### src/rtl/ptw_engine.sv
module ptw_engine (
  input  logic        clk,
  input  logic        rst,
  input  logic        req_valid,
  output logic        req_ready,
  input  logic [31:0] req_vaddr,
  input  logic [31:0] req_tbase,
  input  logic        req_tiny_en,
  output logic        mem_rd_valid,
  output logic [31:0] mem_rd_addr,
  input  logic        mem_rsp_valid,
  input  logic [31:0] mem_rsp_data,
  input  logic        mem_rsp_err,
  output logic        done,
  output logic        fault,
  output logic        rd_err,
  output logic [31:0] paddr,
  output logic [1:0]  attr
);

  typedef enum logic [1:0] {IDLE, LVL1, LVL2} state_t;

  state_t      st;
  logic [31:0] va_q;
  logic        tiny_q;

  wire        rsp  = mem_rd_valid && mem_rsp_valid;
  wire [1:0]  kind = mem_rsp_data[1:0];
  wire [31:0] d    = mem_rsp_data;

  assign req_ready    = (st == IDLE);
  assign mem_rd_valid = (st != IDLE);

  always_ff @(posedge clk) begin
    if (rst) begin
      st          <= IDLE;
      va_q        <= '0;
      tiny_q      <= 1'b0;
      mem_rd_addr <= '0;
      done        <= 1'b0;
      fault       <= 1'b0;
      rd_err      <= 1'b0;
      paddr       <= '0;
      attr        <= '0;
    end else begin
      done <= 1'b0;
      case (st)
        IDLE: if (req_valid) begin
          va_q        <= req_vaddr;
          tiny_q      <= req_tiny_en;
          mem_rd_addr <= {req_tbase[31:14], req_vaddr[31:20], 2'b00};
          st          <= LVL1;
        end
        LVL1: if (rsp) begin
          if (mem_rsp_err) begin
            st <= IDLE; done <= 1'b1; fault <= 1'b1; rd_err <= 1'b1;
            paddr <= '0; attr <= '0;
          end else if (kind == 2'b10) begin
            st <= IDLE; done <= 1'b1; fault <= 1'b0; rd_err <= 1'b0;
            paddr <= {d[31:20], va_q[19:0]}; attr <= d[3:2];
          end else if (kind == 2'b01) begin
            mem_rd_addr <= {d[31:10], va_q[19:12], 2'b00};
            st          <= LVL2;
          end else if (kind == 2'b11 && tiny_q) begin
            mem_rd_addr <= {d[31:12], va_q[19:10], 2'b00};
            st          <= LVL2;
          end else begin
            st <= IDLE; done <= 1'b1; fault <= 1'b1; rd_err <= 1'b0;
            paddr <= '0; attr <= '0;
          end
        end
        LVL2: if (rsp) begin
          st   <= IDLE;
          done <= 1'b1;
          if (mem_rsp_err || kind == 2'b00) begin
            fault <= 1'b1; rd_err <= mem_rsp_err;
            paddr <= '0; attr <= '0;
          end else begin
            fault <= 1'b0; rd_err <= 1'b0; attr <= d[3:2];
            case (kind)
              2'b01:   paddr <= {d[31:16], va_q[15:0]};
              2'b10:   paddr <= {d[31:12], va_q[11:0]};
              default: paddr <= {d[31:10], va_q[9:0]};
            endcase
          end
        end
        default: st <= IDLE;
      endcase
    end
  end

endmodule

### config.mk
export PLATFORM = sky130hd
export DESIGN_NAME = ptw_engine
export DESIGN_NICKNAME = d
export VERILOG_FILES = /design/src/rtl/ptw_engine.sv
export SDC_FILE = /design/constraint.sdc
export NUM_CORES = 1
export LEC_CHECK = 0
export ABC_CLOCK_PERIOD_IN_PS = 4100
export CAP_MARGIN = 20
export CORE_UTILIZATION = 65
export CTS_CLUSTER_SIZE = 24
export DETAILED_ROUTE_END_ITERATION = 10
export DONT_BUFFER_PORTS = 1
export PLACE_DENSITY = 0.92
export SYNTH_ARGS = -nofsm -noshare
export SYNTH_HDL_FRONTEND = slang
export SYNTH_SLANG_ARGS = --single-unit
### constraint.sdc
create_clock -name clk -period 4.1 [get_ports clk]
set_input_delay 0.205 -clock clk [delete_from_list [all_inputs] [get_ports clk]]
set_output_delay 0.205 -clock clk [all_outputs]
set_load 0.03 [all_outputs]
==> impl_metrics.tcl, run 1 <==
set metrics [dict create \
    placed_area_sq_um 3850 \
    drt_wl_total_um 9990 \
    hold_class "primary input to flop" \
    ant_nets 0 \
    place.gp.congestion 0.827 \
    die_h_um 79.6 \
    critical-path-max-stage-delay_ns 0.81 \
    ys_warn_count 0 \
    start_util 0.694 \
    coreArea_sq_um 5640 \
    cts_max_level 3 \
    finalWorstSetupSlack_ns 1.27 \
    clk_root_buffer_cell "clkbuf_8" \
    placementRows 27 \
    drc 0 \
    drv_slew 0 \
    antenna_found_initial 0 \
    synth-compound-area-share 0.249 \
    cts_resized 0 \
    grt-ovfl-total 0 \
    cp_slowest_cell "nor2_2" \
    hold_depth 2 \
    routed_via_density 6.38 \
    fin_tns_setup_ns 0 \
    grt_pass1_wl_um 15100 \
    yosys_register_bits 90 \
    layout-drive-gt1-share 0.119 \
    maxCapViolCount 0 \
    synth_top_area_frac 0.460 \
    grt_max_degree 67 \
    cp.arrival_ns 3.12 \
    syn_to_final_growth_pct 13.4 \
    crit_chain "inv_1 -> ha_2 -> buf_4 -> nor2_1 -> o221a_4 -> nor2_2 -> a22o_1" \
    critPathTopFamily "simple AND/OR/NAND/NOR gates" \
    status "finished, final reports clean" \
    cts-buffers-inserted 9 \
    synthAdderAreaFrac 0.0224 \
    final.setup_skew_ns 0.0121 \
    synth.most_common_cell "dfxtp_1" \
    initialDrtViolationCount 164 \
    fin_crit_ns 2.83 \
    power_leakage_uw 0.00160 \
    final_area_sq_um 4440 \
    min-delay-start "rst" \
    max-vdd-ir-drop_mv 0.322 \
    syn_inst 405 \
    syn_area_per_cell_sq_um 9.66 \
    dpl_worst_slack_ns 1.36 \
    rr_worst_depth 7 \
    worstMarginPinSlew_ns 1.04 \
    synth_top_family_by_area "compound AO/OA/AOI/OAI gates" \
    synthArstFlopShare 0 \
    cts_tree "done" \
    rsz0062_at_grt "no" \
    syn_area_sq_um 3910 \
    synthTopCellsByCount "90 x dfxtp_1, 67 x nand2_1, 36 x a21oi_1" \
    clock_latency_ns 0.35 \
    num_antenna_cells 0 \
    ys_seq_area_frac 0.460 \
    synth.distinct_cells 39 \
    die_w_um 79.6 \
    synth_top_cell_by_area "dfxtp_1" \
    power_density_nw_per_um2 431 \
    slew_headroom 0.304 \
    vias 3204 \
    wl_per_cell_um 19.9 \
    synth_xor_area_frac 0 \
    clock-sinks 90 \
    die-area_sq_um 6340 \
    crit_fanout 45 \
    critical_path_class "flop to flop" \
    synth-simple-area-share 0.132 \
    clock.fmax_mhz 354 \
    finalSetupViolCount 0 \
    grt_pass1_vias 3052 \
    r2r_slack_ns 1.27 \
    hpwl_um 6100 \
    synth_edf_count 0 \
    start_kind "flop" \
    crit_start "st[1]$_SDFFE_PP0P_" \
    worst-path-buf-inv 2 \
    post-route-period-util 0.690 \
    cp.depth 7 \
    grt_use_total 0.318 \
    synth_flop_cell "dfxtp_1" \
    clockBufferDepth 2 \
    synthTopCellsByArea "dfxtp_1 46%, mux2i_1 8.2%, nand2_1 6.4%" \
    drt-pass1-iter-count 4 \
    critPathCaptureType "flop" \
    r2r-start "st[1]$_SDFFE_PP0P_" \
    nets 534 \
    pin_count 173 \
    portBuffers 0 \
    fillers 359 \
    synth.area.mux_share 0.0818 \
    finalPower_uw 1910 \
    finalHoldViolations 0 \
    clk_pin_slew_ns 0.08 \
    worst_ep_required_time_ns 4.39 \
]
==> state kept, by name (all words and copies together), names as in the netlist, 2 cells and up <==
signal	flops
mem_rd_addr	30
st	2
paddr	32
va_q	20
attr	2
==> metal layers <==
layer,global-route usage,routed length [um]
met1,0.351,3890
met2,0.555,4960
met3,0.107,943
met4,0.129,206
met5,0,0
==> placed cells by master (no fill, tap or decap), drive strengths merged <==
cell type / netlist / routed
dfxtp: 90 / 90
nand2: 67 / 67
a21oi: 37 / 37
dlygate4sd3: 0 / 36
nor2: 33 / 33
mux2i: 32 / 32
a22o: 24 / 24
a211oi: 24 / 24
clkbuf: 14 / 11
o211ai: 10 / 10
ha: 7 / 7
a22oi: 6 / 6
inv: 5 / 6
nor3: 6 / 6
buf: 20 / 6
a32o: 4 / 4
a221oi: 4 / 4
clkinv: 0 / 4
nand2b: 3 / 3
nor2b: 2 / 2
nor3b: 2 / 2
nand3b: 2 / 2
o41ai: 2 / 2
conb: 1 / 2
and2: 1 / 1
or3b: 1 / 1
o32ai: 1 / 1
o32a: 1 / 1
o221a: 1 / 1
o221ai: 1 / 1
a211o: 1 / 1
or3: 1 / 1
nor4b: 1 / 1
o21bai: 1 / 1
==> timing repair <==
action	CTS	global route
endpoints found under the setup margin	0	0
hold buffers	37	0
buffers inserted	0	0
hold endpoints to repair	80	0
==> path summary, 6_finish.rpt <==
check	endpoint
worst max-delay path	paddr[9]$_SDFFE_PP0P_
worst min-delay path	paddr[10]$_SDFFE_PP0P_
worst max register to register	paddr[9]$_SDFFE_PP0P_
worst min register to register	va_q[3]$_SDFFE_PP0P_
==> area by class of cell <==
class	instances	area (sq um)	share of cell area
timing repair buffer	42	429	0.0967
clock buffer	11	151	0.0341
multi-input combinational	277	1910	0.430
clock inverter	5	36.3	0.00818
inverter	5	18.8	0.00423
sequential	90	1800	0.406
tap	72	90.1	0.0203
==> kinds of logic (layout without fill, tap and decap cells) <==
| group | after synthesis | in the layout |
|---|---|---|
| AND/OR/NAND/NOR | 119 | 119 |
| other | 1 | 2 |
| multiplexers | 32 | 32 |
| AO/OA/AOI/OAI | 117 | 117 |
| adder cells (fa/ha/maj) | 7 | 7 |
| flip-flops | 90 | 90 |
| buffers and inverters | 39 | 63 |
==> metrics by stage <==
step | utilization | std cells | hold slack, ns
2_1_floorplan | - | 406 | 0.330
3_3_place_gp | 0.682 | 448 | 0.277
3_5_place_dp | 0.682 | 448 | 0.280
4_1_cts | 0.784 | 501 | 0.0335
5_1_grt | 0.786 | 502 | 0.0325
6_report | 0.786 | 502 | 0.0426
==> power by group <==
part	total [uW]	leakage (uW)	switching, uW	internal, uW
Clock	569	0.0000997	313	256
Combinational	288	0.000761	169	119
Sequential	1050	0.000736	124	930
Power figures use the tool's default switching activity.
==> run 2: changes to the inputs <==
ABC_AREA = 1   (was not set)
ABC_CLOCK_PERIOD_IN_PS = 2300   (was 4100)
CORE_UTILIZATION = 57   (was 65)
PLACE_DENSITY = 0.86   (was 0.92)
clock period = 2.3 ns   (was 4.1 ns; I/O delays follow)
==> run 2 against run 1 <==
Net effect: sequential power rose by 90%; fmax rose by 40%; register-to-register slack got worse by 0.99 ns; area after synthesis rose by 18%; critical path type unchanged; wire length rose by 28%; highest routed layer unchanged; clock power rose by 93%; flip-flop and latch count did not move.
==> impl_metrics.tcl, run 2 <==
set metrics [dict create \
    cts-buffers-inserted 9 \
    multi_input_area_sq_um 2360 \
    antenna_found_initial 0 \
    drt-pass1-iter-count 5 \
    drt_wl_total_um 12800 \
    syn_area_per_cell_sq_um 6.38 \
    synth.most_common_cell "nand2_1" \
    place.gp.congestion 0.842 \
    fin_cells 835 \
    cp.arrival_ns 2.32 \
    p_sw_frac 0.352 \
    layout-drive-gt1-share 0.0641 \
    num_antenna_cells 0 \
    start_kind "flop" \
    final.setup_skew_ns 0.0108 \
    finalHoldViolations 0 \
    placementRows 32 \
    yosys_register_bits 90 \
    dpl_worst_slack_ns 0.373 \
    pin_count 173 \
    die_w_um 91.9 \
    coreArea_sq_um 7770 \
    cts_max_level 3 \
    slew_headroom 0.565 \
    netSwitchingPower_uw 1330 \
    final_cell_mix "244 x nand2_1, 92 x nor2_1, 90 x dfxtp_1" \
    synthTopCellsByCount "244 x nand2_1, 92 x nor2_1, 90 x dfxtp_1" \
    worst_ep_required_time_ns 2.60 \
    sequentialPowerShare 0.527 \
    clk_root_buffer_cell "clkbuf_8" \
    cts_tree "done" \
    pwr-share-clk 0.292 \
    reg_top3 "paddr x32, mem_rd_addr x30, va_q x20" \
    maxCapViolCount 0 \
    start_util 0.593 \
    portBuffers 0 \
    synth_top_cell_by_area "dfxtp_1" \
    syn_to_final_growth_pct 10.5 \
    max-vdd-ir-drop_mv 0.459 \
    synth_edf_count 0 \
    nets 837 \
    grt-ovfl-total 0 \
    ff_latch_area_sq_um 1800 \
    fillers 689 \
    intPower_uw 2440 \
    synth_top_area_frac 0.391 \
    fin_util 0.655 \
    die_h_um 91.9 \
    registers.top_by_ff_count "paddr" \
    grt_pass1_wl_um 20900 \
    crit_fanout 30 \
    wl_per_cell_um 15.4 \
    grt_max_degree 47 \
    status "finished, final reports clean" \
    grt_pass1_vias 4253 \
    hold_class "primary input to flop" \
    synthArstFlopShare 0 \
    hpwl_um 8600 \
    synth.distinct_cells 23 \
    grt_use_total 0.309 \
    syn_inst 721 \
    hold_ws_ns 0.0137 \
    worstMarginPinSlew_ns 0.652 \
    drv_slew 0 \
    clk_pin_slew_ns 0.10 \
    critPathTopFamily "buffers and inverters" \
    crit_chain "inv_1 -> ha_1 -> inv_2 -> buf_4 -> nand2_1 -> nand2_1 -> dlygate4sd3_1 -> nand3_1 -> a21oi_1" \
    largest_register_ffs 32 \
    synth_flop_cell "dfxtp_1" \
    cp_slowest_cell "dlygate4sd3_1" \
    fin_crit_ns 2.02 \
    ys_seq_area_frac 0.391 \
    layout_commonest_cell "nand2_1" \
    initialDrtViolationCount 393 \
    vias 4631 \
    clock.fmax_mhz 495 \
    post_cts_buffers 0 \
    ant_nets 0 \
    place_inst 792 \
    clock-sinks 90 \
    rsz0062_at_grt "no" \
    cp_common_cell "nand2_1" \
    worst-path-buf-inv 4 \
    drc 0 \
    routed_via_density 5.55 \
    cts_resized 0 \
    power_density_nw_per_um2 742 \
    critical_path_class "flop to flop" \
    p_comb_frac 0.181 \
    finalWorstSetupSlack_ns 0.279 \
    synthTopCellsByArea "dfxtp_1 39%, nand2_1 20%, nand3_1 7.8%" \
    critical-path-max-stage-delay_ns 0.54 \
    cts_hold_buf 27 \
    die-area_sq_um 8440 \
    finalSetupViolCount 0 \
    fin_tns_setup_ns 0 \
    clock_latency_ns 0.35 \
    critPathCaptureType "flop" \
    post-route-period-util 0.879 \
    syn_area_sq_um 4600 \
    ys_warn_count 0 \
    clockBufferDepth 2 \
    power_leakage_uw 0.00233 \
]
==> run 2: changes by cell type in the layout (fill, tap and decap cells not counted), moves of 10 or more <==
cell / change
o211ai_1: -10
inv_1: +41
nor2_1: +60
nand2_1: +177
a22o_1: -24
nand3_1: +72
o21ai_0: +44
a211oi_2: -20
a21oi_1: +10
buf_4: +11
dlygate4sd3_1: -10
mux2i_1: -32
nand4_1: +15
==> run 2: path summary, 6_finish.rpt <==
| path | from | endpoint | slack [ns] | depth (start not counted) |
|---|---|---|---|---|
| worst max-delay path | st[1]$_SDFFE_PP0P_ | mem_rd_addr[28]$_SDFFE_PP0P_ | 0.28 | 9 |
| worst max register to register | st[1]$_SDFFE_PP0P_ | mem_rd_addr[28]$_SDFFE_PP0P_ | 0.28 | 9 |
| worst min register to register | va_q[8]$_SDFFE_PP0P_ | va_q[8]$_SDFFE_PP0P_ | 0.49 | 2 |
| worst min-delay path | req_valid | st[0]$_SDFFE_PP0P_ | 0.01 | 3 |
==> run 2: cell families after synthesis <==
kind of cell	Yosys count	synth area share
other	1	0.000815
AOI/OAI and AO/OA	91	0.101
and+or+nand+nor	432	0.391
DFF	90	0.391
buffers and inverters	100	0.0960
adders and majority gates	7	0.0190
==> run 2: metal layers <==
layer / up-vias / GRT usage / wire length [um]
li1: 2290 / - / -
met1: 2091 / 0.402 / 5400
met5: - / 0 / 0
met2: 233 / 0.498 / 6020
met4: 0 / 0.0794 / 121
met3: 17 / 0.0945 / 1290
==> run 2: worst min-delay path: stages <==
cell and delay, ns:
o21ai_0 0.09, nand2_1 0.07, a21oi_1 0.05
==> run 2: metrics by stage <==
stage               instance area [sq um]  power, uW
floorplan                            4610       2530
global placement                     4600       2620
detailed placement                   4600       2640
CTS                                  5080       3780
global route                         5080       3980
finish                               5080       3770
==> run 2: power by group through the flow <==
stage	Sequential, uW	Combinational, uW	Clock, uW
finish	1990	684	1100
global route	2000	782	1190
CTS	1990	677	1120
detailed placement	2020	622	0
global placement	2020	598	0
floorplan	1990	535	0
==> run 2: final cells by class <==
type                    instances  area share
clock buffers                   9      0.0244
clock inverters                 7      0.0150
inverters                      53      0.0391
multi-input cells             532       0.465
flip-flops and latches         90       0.354
well taps                     102      0.0251
repair buffers                 42      0.0773
==> run 3: changes to the inputs <==
REMOVE_ABC_BUFFERS = 1   (was not set)
SLEW_MARGIN = 20   (was not set)
==> run 3 against run 2 <==
Net effect: worst hold slack lost 0.0021 ns; power grew 0.18%; sequential power about the same; clock skew grew 0.0024 ns; critical path depth is 1 lower; final cell count fell by 0.84%; fmax shrank 0.99%; wire length decreased by 4.4%; die area did not move; core utilization is 0.69 points lower; clock power barely moved; critical path type unchanged; highest routed layer unchanged.
==> impl_metrics.tcl, run 3 (synthesized netlist as in run 2, its figures left out) <==
set metrics [dict create \
    cts_max_level 3 \
    drc 0 \
    critPathTopFamily "simple AND/OR/NAND/NOR gates" \
    clock.fmax_mhz 490 \
    fin_crit_ns 2.04 \
    registers.top_by_ff_count "paddr" \
    syn_to_final_growth_pct 9.30 \
    slew_headroom 0.571 \
    drv_slew 0 \
    clock-sinks 90 \
    reg_top3 "paddr x32, mem_rd_addr x30, va_q x20" \
    drt-pass1-iter-count 5 \
    wl_per_cell_um 14.8 \
    grt-ovfl-total 0 \
    met3_wirelength_um 1220 \
    cts-buffers-inserted 9 \
    grt_pass1_vias 4245 \
    power_density_nw_per_um2 752 \
    worst-path-buf-inv 2 \
    cts_resized 0 \
    placed_area_sq_um 4590 \
    post-route-period-util 0.888 \
    cts_tree "done" \
    final_cell_mix "244 x nand2_1, 92 x nor2_1, 90 x dfxtp_1" \
    place.gp.congestion 0.919 \
    portBuffers 0 \
    final.setup_skew_ns 0.0132 \
    nets 830 \
    place_inst 790 \
    grt_max_degree 47 \
    fin_cells 828 \
    worst_ep_required_time_ns 2.54 \
    crit_chain "inv_1 -> ha_1 -> buf_4 -> nand3_4 -> nand2_4 -> nand2_1 -> nand2_1 -> nor2_1" \
    pin_count 173 \
    clk_root_buffer_cell "clkbuf_8" \
    layout-drive-gt1-share 0.0620 \
    largest_register_ffs 32 \
    antenna_found_initial 0 \
    post_cts_buffers 0 \
    clk_pin_slew_ns 0.09 \
    final_area_sq_um 5030 \
    coreArea_sq_um 7770 \
    max-vdd-ir-drop_mv 0.414 \
    power_leakage_uw 0.00231 \
    top_layer_used "met4" \
    cts_hold_buf 22 \
    drt_wl_total_um 12300 \
    ant_nets 0 \
    finalHoldViolations 0 \
    placementRows 32 \
    critical_path_class "flop to flop" \
    cp_slowest_cell "nand2_4" \
    initialDrtViolationCount 296 \
    cp_common_cell "nand2_1" \
    dr_wl_met2_um 5720 \
    critical-path-max-stage-delay_ns 0.44 \
    worstMarginPinSlew_ns 0.643 \
    grt_pass1_wl_um 19700 \
    routed_via_density 5.50 \
    die_w_um 91.9 \
    die-area_sq_um 8440 \
    wl_met1_um 4980 \
    maxCapViolCount 0 \
    fin_util 0.648 \
    vias 4557 \
    start_util 0.593 \
    clock_latency_ns 0.35 \
    crit_fanout 36 \
    rsz0062_at_grt "no" \
    clockBufferDepth 2 \
    start_kind "flop" \
    hpwl_um 8300 \
    num_antenna_cells 0 \
    cp.arrival_ns 2.28 \
    finalSetupViolCount 0 \
    grt_use_total 0.292 \
    die_h_um 91.9 \
    critPathCaptureType "flop" \
    status "finished, final reports clean" \
    hold_class "primary input to flop" \
    layout_commonest_cell "nand2_1" \
]
## run 3: worst reg2reg max path: cells and delay by family (launching register included)
family,cells,cell delay (ns)
fa+ha+maj,1,0.17
buf+inv,2,0.41
flops,1,0.33
simple gates,5,1.01
## run 3: per-stage QoR
stage	power [uW]	worst slack (ns)	setup TNS, ns	hold WS (ns)
2_1_floorplan	2460	-0.167	-6.13	0.184
3_3_place_gp	2610	0.340	0	0.187
3_5_place_dp	2640	0.271	0	0.189
4_1_cts	3790	0.281	0	0.000990
5_1_grt	3980	0.0625	0	0.0144
6_report	3780	0.258	0	0.0116
## run 3: report_power, final
part	leakage [uW]	switching (uW)	internal (uW)
clock	0.000106	563	566
sequential	0.000739	293	1690
combinational	0.00146	437	229
total	0.00231	1290	2490
## run 3: area by class of cell
| cell class | instances | area, sq um |
|---|---|---|
| well taps | 102 | 128 |
| clock inverters | 5 | 60.1 |
| inverters | 53 | 199 |
| clock buffers | 11 | 151 |
| repair buffers | 35 | 328 |
| fillers | 703 | 2740 |
| multi-input cells | 532 | 2360 |
| flip-flops and latches | 90 | 1800 |
## run 3: per-layer routing
metal | global-route usage | up-vias
li1 | - | 2275
met1 | 0.347 | 2030
met2 | 0.483 | 220
met3 | 0.0945 | 32
met4 | 0.124 | 0
met5 | 0 | -
## run 3: worst paths after layout
kind,start,to,slack (ns),cells past startpoint
setup / recovery,st[1]$_SDFFE_PP0P_,paddr[4]$_SDFFE_PP0P_,0.26,8
hold / removal,req_valid,st[0]$_SDFFE_PP0P_,0.01,3
setup reg to reg,st[1]$_SDFFE_PP0P_,paddr[4]$_SDFFE_PP0P_,0.26,8
hold reg to reg,va_q[3]$_SDFFE_PP0P_,va_q[3]$_SDFFE_PP0P_,0.49,2
